`src/rtl/cpu16_pkg.sv`:
```
package cpu16_pkg;
  localparam int unsigned NREG = 8;

  localparam logic [3:0] OP_ADD  = 4'd0;
  localparam logic [3:0] OP_SUB  = 4'd1;
  localparam logic [3:0] OP_AND  = 4'd2;
  localparam logic [3:0] OP_OR   = 4'd3;
  localparam logic [3:0] OP_ADDI = 4'd4;
  localparam logic [3:0] OP_LD   = 4'd5;
  localparam logic [3:0] OP_ST   = 4'd6;
  localparam logic [3:0] OP_BR   = 4'd7;
  localparam logic [3:0] OP_CMP  = 4'd8;
  localparam logic [3:0] OP_CALL = 4'd9;
  localparam logic [3:0] OP_RET  = 4'd10;
  localparam logic [3:0] OP_HALT = 4'd15;

  typedef enum logic [2:0] {
    ST_FETCH, ST_DECODE, ST_EXEC, ST_MEM, ST_WB, ST_HALT
  } state_e;

  typedef enum logic [1:0] {ALU_ADD, ALU_SUB, ALU_AND, ALU_OR} alu_op_e;

  function automatic logic cond_met(input logic [2:0] c, input logic n, input logic z,
                                    input logic v);
    logic lt;
    lt = n ^ v;
    case (c)
      3'd0: return z;
      3'd1: return !z;
      3'd2: return lt;
      3'd3: return !lt;
      3'd4: return !z && !lt;
      3'd5: return z || lt;
      3'd6: return 1'b1;
      default: return 1'b0;
    endcase
  endfunction
endpackage

```
`src/rtl/cpu16_alu.sv`:
```
module cpu16_alu
  import cpu16_pkg::*;
#(
  parameter int unsigned DW = 16
) (
  input  alu_op_e       op_i,
  input  logic [DW-1:0] a_i,
  input  logic [DW-1:0] b_i,
  output logic [DW-1:0] y_o,
  output logic          n_o,
  output logic          z_o,
  output logic          v_o
);
  localparam int unsigned MSB = DW - 1;

  always_comb begin
    v_o = 1'b0;
    case (op_i)
      ALU_ADD: begin
        y_o = a_i + b_i;
        v_o = (a_i[MSB] == b_i[MSB]) && (y_o[MSB] != a_i[MSB]);
      end
      ALU_SUB: begin
        y_o = a_i - b_i;
        v_o = (a_i[MSB] != b_i[MSB]) && (y_o[MSB] != a_i[MSB]);
      end
      ALU_AND: y_o = a_i & b_i;
      default: y_o = a_i | b_i;
    endcase
    n_o = y_o[MSB];
    z_o = (y_o == '0);
  end
endmodule

```
`src/rtl/cpu16_regfile.sv`:
```
module cpu16_regfile
  import cpu16_pkg::*;
#(
  parameter int unsigned DW = 16,
  parameter int unsigned NR = NREG
) (
  input  logic                  clk_i,
  input  logic                  rst_ni,
  input  logic                  we_i,
  input  logic [$clog2(NR)-1:0] waddr_i,
  input  logic [DW-1:0]         wdata_i,
  input  logic [$clog2(NR)-1:0] raddr_a_i,
  input  logic [$clog2(NR)-1:0] raddr_b_i,
  output logic [DW-1:0]         rdata_a_o,
  output logic [DW-1:0]         rdata_b_o
);
  logic [DW-1:0] regs [NR];

  assign regs[0] = '0;

  for (genvar r = 1; r < NR; r++) begin : g_reg
    always_ff @(posedge clk_i or negedge rst_ni) begin
      if (!rst_ni) regs[r] <= '0;
      else if (we_i && waddr_i == r) regs[r] <= wdata_i;
    end
  end

  assign rdata_a_o = regs[raddr_a_i];
  assign rdata_b_o = regs[raddr_b_i];
endmodule

```
`src/rtl/cpu16_ctrl.sv`:
```
module cpu16_ctrl
  import cpu16_pkg::*;
(
  input  logic       clk_i,
  input  logic       rst_ni,
  input  logic [3:0] op_i,
  output state_e     state_o
);
  state_e state_d;

  always_comb begin
    state_d = state_o;
    case (state_o)
      ST_FETCH:  state_d = ST_DECODE;
      ST_DECODE: state_d = ST_EXEC;
      ST_EXEC: begin
        case (op_i)
          OP_LD, OP_ST: state_d = ST_MEM;
          OP_ADD, OP_SUB, OP_AND, OP_OR, OP_ADDI, OP_CALL: state_d = ST_WB;
          OP_HALT: state_d = ST_HALT;
          default: state_d = ST_FETCH;
        endcase
      end
      ST_MEM:  state_d = (op_i == OP_LD) ? ST_WB : ST_FETCH;
      ST_WB:   state_d = ST_FETCH;
      default: state_d = ST_HALT;
    endcase
  end

  always_ff @(posedge clk_i or negedge rst_ni) begin
    if (!rst_ni) state_o <= ST_FETCH;
    else state_o <= state_d;
  end
endmodule

```
`src/rtl/cpu16_core.sv`:
```
module cpu16_core
  import cpu16_pkg::*;
#(
  parameter int unsigned DW = 16,
  parameter int unsigned AW = 10
) (
  input  logic          clk_i,
  input  logic          rst_ni,
  output logic [AW-1:0] mem_addr_o,
  output logic [DW-1:0] mem_wdata_o,
  input  logic [DW-1:0] mem_rdata_i,
  output logic          mem_we_o,
  output logic          halted_o
);
  localparam int unsigned RW = $clog2(NREG);
  localparam logic [RW-1:0] LINK_REG = RW'(NREG - 1);

  state_e        state;
  logic [DW-1:0] ir_q, a_q, b_q, res_q, mdr_q;
  logic [AW-1:0] pc_q;
  logic          n_q, z_q, v_q;

  logic [3:0]    op;
  logic [RW-1:0] rd, rs, rt;
  logic [DW-1:0] imm_ext, alu_b, alu_y, rf_a, rf_b, wb_data;
  logic [AW-1:0] off_ext, tgt_ext;
  logic          alu_n, alu_z, alu_v, use_imm, sets_flags, rf_we;
  logic [RW-1:0] ra_sel, rb_sel, wa_sel;
  alu_op_e       alu_op;

  assign op      = ir_q[15:12];
  assign rd      = ir_q[11:9];
  assign rs      = ir_q[8:6];
  assign rt      = ir_q[5:3];
  assign imm_ext = {{(DW-6){ir_q[5]}}, ir_q[5:0]};
  assign off_ext = {{(AW-9){ir_q[8]}}, ir_q[8:0]};
  assign tgt_ext = {{(AW-9){1'b0}}, ir_q[8:0]};

  assign use_imm    = (op == OP_ADDI) || (op == OP_LD) || (op == OP_ST);
  assign sets_flags = (op == OP_SUB) || (op == OP_CMP);
  assign alu_b      = use_imm ? imm_ext : b_q;

  always_comb begin
    case (op)
      OP_SUB, OP_CMP: alu_op = ALU_SUB;
      OP_AND:         alu_op = ALU_AND;
      OP_OR:          alu_op = ALU_OR;
      default:        alu_op = ALU_ADD;
    endcase
  end

  // port a carries the link register on return, port b the store data
  assign ra_sel = (op == OP_RET) ? LINK_REG : rs;
  assign rb_sel = (op == OP_ST) ? rd : rt;
  assign wa_sel = (op == OP_CALL) ? LINK_REG : rd;
  assign wb_data = (op == OP_LD) ? mdr_q : res_q;
  assign rf_we  = (state == ST_WB);

  cpu16_ctrl u_ctrl (
    .clk_i   (clk_i),
    .rst_ni  (rst_ni),
    .op_i    (op),
    .state_o (state)
  );

  cpu16_regfile #(.DW(DW), .NR(NREG)) u_rf (
    .clk_i     (clk_i),
    .rst_ni    (rst_ni),
    .we_i      (rf_we),
    .waddr_i   (wa_sel),
    .wdata_i   (wb_data),
    .raddr_a_i (ra_sel),
    .raddr_b_i (rb_sel),
    .rdata_a_o (rf_a),
    .rdata_b_o (rf_b)
  );

  cpu16_alu #(.DW(DW)) u_alu (
    .op_i (alu_op),
    .a_i  (a_q),
    .b_i  (alu_b),
    .y_o  (alu_y),
    .n_o  (alu_n),
    .z_o  (alu_z),
    .v_o  (alu_v)
  );

  always_ff @(posedge clk_i or negedge rst_ni) begin
    if (!rst_ni) begin
      ir_q  <= '0;
      pc_q  <= '0;
      a_q   <= '0;
      b_q   <= '0;
      res_q <= '0;
      mdr_q <= '0;
      n_q   <= 1'b0;
      z_q   <= 1'b0;
      v_q   <= 1'b0;
    end else begin
      case (state)
        ST_FETCH: begin
          ir_q <= mem_rdata_i;
          pc_q <= pc_q + 1'b1;
        end
        ST_DECODE: begin
          a_q <= rf_a;
          b_q <= rf_b;
        end
        ST_EXEC: begin
          res_q <= (op == OP_CALL) ? {{(DW-AW){1'b0}}, pc_q} : alu_y;
          if (sets_flags) begin
            n_q <= alu_n;
            z_q <= alu_z;
            v_q <= alu_v;
          end
          if (op == OP_BR && cond_met(ir_q[11:9], n_q, z_q, v_q)) pc_q <= pc_q + off_ext;
          if (op == OP_CALL) pc_q <= tgt_ext;
          if (op == OP_RET) pc_q <= a_q[AW-1:0];
        end
        ST_MEM: if (op == OP_LD) mdr_q <= mem_rdata_i;
        default: ;
      endcase
    end
  end

  assign mem_addr_o  = (state == ST_MEM) ? res_q[AW-1:0] : pc_q;
  assign mem_wdata_o = b_q;
  assign mem_we_o    = (state == ST_MEM) && (op == OP_ST);
  assign halted_o    = (state == ST_HALT);
endmodule

```
`config.mk`:
```
export PLATFORM = sky130hd
export DESIGN_NAME = cpu16_core
export DESIGN_NICKNAME = d
export VERILOG_FILES = /design/src/rtl/cpu16_pkg.sv /design/src/rtl/cpu16_alu.sv /design/src/rtl/cpu16_regfile.sv /design/src/rtl/cpu16_ctrl.sv /design/src/rtl/cpu16_core.sv
export SDC_FILE = /design/constraint.sdc
export NUM_CORES = 1
export LEC_CHECK = 0
export ABC_CLOCK_PERIOD_IN_PS = 11040
export BUFFER_PORTS_ARGS = -buffer_cell sky130_fd_sc_hd__buf_2
export CELL_PAD_IN_SITES_DETAIL_PLACEMENT = 0
export CELL_PAD_IN_SITES_GLOBAL_PLACEMENT = 1
export CORE_MARGIN = 1.5
export CORE_UTILIZATION = 45
export CTS_CLUSTER_SIZE = 24
export DETAILED_ROUTE_END_ITERATION = 12
export GPL_ROUTABILITY_DRIVEN = 0
export PLACE_DENSITY = 0.77
export SLEW_MARGIN = 30
export SYNTH_ARGS = -nofsm -noshare
export SYNTH_HDL_FRONTEND = slang
export SYNTH_SLANG_ARGS = --single-unit
```
`constraint.sdc`:
```
create_clock -name clk_i -period 11.04 [get_ports clk_i]
set_input_delay 0 -clock clk_i [delete_from_list [all_inputs] [get_ports clk_i]]
set_output_delay 0 -clock clk_i [all_outputs]
set_load 0.02 [all_outputs]
```
==> flow_summary.toml <==
[status]
run_status = "complete, no violations"

[power_and_ir_drop]
power.total_mw = 5.311
vdd_drop_max_mv = 0.1649
p_per_area_nw_per_um2 = 358.7
leakage_nw = 6.613

[synthesis]
ys.flop_type = "sky130_fd_sc_hd__dfrtp_1"
asyncSetResetFlopFracSynth_pct = 100.0
synth_nets = 1593
synth_cell_type_count = 68
ys_seq_area_share_pct = 39.33
synth_seq_cells = 208
syn_avg_cell_area_um2 = 8.800
yosys_warning_total = 0
synth_enable_flop_cells = 0
netlist_area_um2 = 13240
synthCells = 1504

[sta]
worst_hold_slack_ns = 0.07361
max_slew_margin_pct = 32.59
post-route-period-util_pct = 45.77
rsz0062_at_grt = "no"
worst_slew_pin_slew_ns = 1.009
setup-tns-final_ns = 0
timing.final.setup_violations = 0
hold_viol_final = 0
max_freq_mhz = 197.9
finClkSkew_ns = 0.01252
slew_violations = 0
final_period_minus_worst_setup_slack_ns = 5.053

[detailed_routing]
route.detailed.wl_per_inst_um = 22.41
via_count = 11590
detail_route.first_pass.iterations = 6
post_drt_via_cell_ratio = 6.061
final_antenna_net_count = 0
total_wirelength_of_the_detailed_routed_design_mm = 42.88
drc_errors = 0
detailedRoute.firstIterationViolations = 1242

[finish]
mostFrequentLayoutCell = "sky130_fd_sc_hd__dfrtp_1"
layout-area-overhead-vs-synth_pct = 11.89
final_area_um2 = 14810
layout-drive-gt1-share_pct = 11.64
fin_nets = 1601
antennaDiodeCount = 0
commonest_cells_after_routing_fill_and_taps_aside = "sky130_fd_sc_hd__dfrtp_1, sky130_fd_sc_hd__nand2_1, sky130_fd_sc_hd__a21oi_1"
layout.core_utilization_pct = 51.32

[clocking]
cts.root.buffer_cell = "sky130_fd_sc_hd__clkbuf_16"
cts.htree.levels = 1
cts_tree = "built"
worst_setup_hold_path_clk_slew_ns = 0.07
cts.sinks = 208
worstSkewPairLatency_ns = 0.53
cts.hold.buffers_added = 17
post-cts-setup-buffers = 0
numCtsBuffers = 25
number_of_buffers_between_clock_root_and_the_deepest_sink = 3
post_cts_resized = 0

[floorplan]
placeableCoreArea_um2 = 28860
number_of_rows_created_at_floorplan = 62
die_h_um = 174.5
dieWidth_um = 174.5
initial_core_utilization_pct = 45.86
design.portCount = 46
die-area_um2 = 30450

[flow_run]
max_cap_viols = 0

[setup_path]
worst_ep_required_time_ns = 11.48
worstSetupStartpointType = "flip-flop"
end_kind = "flip-flop"
criticalPathCategory = "reg2reg"
critPathMaxFanout = 19
worst-endpoint-arrival_ns = 5.49

[placement]
portBuffers = 45
dp_hpwl_mm = 28.60
placedInstanceArea_um2 = 13800

[global_route]
initial_antenna_violation_count = 0
via_count_of_the_first_global_routing_pass = 11060
aggregate_global_route_resource_usage_pct = 28.44
grt_first_pass_wirelength_mm = 66.76
grt_start_max_net_pins = 85
globalRoute.totalOverflow = 0

[hold_path]
worst_min_delay_path_class = "in2async"
logic make-up after synthesis:
logic type                 Yosys count  share of synthesized area, %
buffers and inverters              173                         5.133
xor gates and xnor gates            19                         1.257
muxes                              104                         8.300
adders and majority gates           71                         6.882
and+or+nand+nor                    424                         14.32
AOI/OAI and AO/OA                  505                         24.78
DFF                                208                         39.33
area by class of cell:
type                            instances  area (um2)
Timing Repair Buffer                   91       626.9
Clock buffer                           33       675.6
Clock inverter                         11       158.9
Multi-Input combinational cell       1123        7426
Sequential cell                       208        5205
Inverter                               63       236.5
Fill cell                            2762       14050
Tap cell                              384       480.5
sequential cells by signal, summed over array words and instances, names as in the netlist, 3 cells and up:
register,cells
a_q,16
ir_q,16
mdr_q,16
mem_wdata_o,16
pc_q,10
res_q,16
u_ctrl.state_o,3
u_rf.regs,112
layer usage:
metal  track usage (%)  share of wire [%]
met1             40.71                 45
met2             44.49                 45
met3             3.500                6.6
met4             9.758                3.1
met5                 0                  0
stage by stage:
step	setup slack, ns	instances
6_report	5.987	1913
5_1_grt	5.454	1913
4_1_cts	6.057	1913
3_5_place_dp	6.062	1852
3_3_place_gp	6.256	1852
2_1_floorplan	6.556	1504
power breakdown:
part | total (mW) | internal, mW | leakage (nW) | switching [mW]
combinational | 3.00 | 1.14 | 3.52 | 1.86
clock | 0.853 | 0.522 | 0.414 | 0.331
sequential | 1.46 | 1.07 | 2.68 | 0.391
path summary, 6_finish.rpt:
kind	to	depth (start not counted)	start	slack [ns]
max	z_q	16	ir_q[14]	5.99
min	u_rf.regs[35]	2	rst_ni	0.07
max reg2reg	z_q	16	ir_q[14]	5.99
min reg2reg	res_q[12]	1	res_q[12]	0.48
max in group asynchronous	a_q[15]	4	rst_ni	9.16
min in group clk_i	ir_q[5]	4	mem_rdata_i[5]	0.25
Yosys cell counts, drive strengths merged, types with 5 or more instances:
| library cell | number | area [um2] |
|---|---|---|
| a2111oi | 5 | 50.04 |
| inv | 63 | 236.5 |
| a22oi | 15 | 112.6 |
| dfrtp | 208 | 5205 |
| o21ai | 131 | 655.6 |
| a311oi | 20 | 181.4 |
| nor2b | 16 | 100.1 |
| a21oi | 139 | 695.7 |
| nor3 | 16 | 80.08 |
| a221o | 23 | 230.2 |
| mux2i | 58 | 580.6 |
| o31ai | 23 | 172.7 |
| o21bai | 9 | 67.56 |
| o21a | 6 | 45.04 |
| a221oi | 9 | 78.83 |
| nand2 | 203 | 762.0 |
| a22o | 5 | 43.79 |
| nor2 | 109 | 409.1 |
| and3 | 7 | 43.79 |
| xnor2 | 13 | 113.9 |
| mux2 | 46 | 518.0 |
| xor2 | 6 | 52.55 |
| clkbuf | 89 | 334.1 |
| o311ai | 5 | 43.80 |
| o211ai | 22 | 165.2 |
| a31oi | 7 | 43.79 |
| nand3 | 7 | 35.03 |
| and2 | 23 | 143.9 |
| buf | 21 | 108.9 |
| ha | 68 | 850.8 |
| a211oi | 29 | 217.7 |
| nand2b | 8 | 50.05 |
| o221ai | 6 | 52.55 |
| a21o | 25 | 187.7 |
| or3 | 8 | 50.05 |
critical path: stages (launching register included):
cell and delay (ns):
sky130_fd_sc_hd__dfrtp_1 0.65, sky130_fd_sc_hd__nor2b_1 0.38, sky130_fd_sc_hd__o31ai_2 0.14, sky130_fd_sc_hd__buf_4 0.22, sky130_fd_sc_hd__nor2_1 0.55, sky130_fd_sc_hd__a21o_1 0.17, sky130_fd_sc_hd__inv_1 0.06, sky130_fd_sc_hd__ha_1 0.48
sky130_fd_sc_hd__nor2b_1 0.13, sky130_fd_sc_hd__or3_1 0.36, sky130_fd_sc_hd__o311ai_1 0.42, sky130_fd_sc_hd__nor3_1 0.12, sky130_fd_sc_hd__nor3_1 0.25, sky130_fd_sc_hd__o221ai_1 0.16, sky130_fd_sc_hd__a221oi_1 0.42, sky130_fd_sc_hd__nand4_1 0.21
sky130_fd_sc_hd__o32ai_2 0.22
No activity file was read; power rests on OpenSTA's default activity.
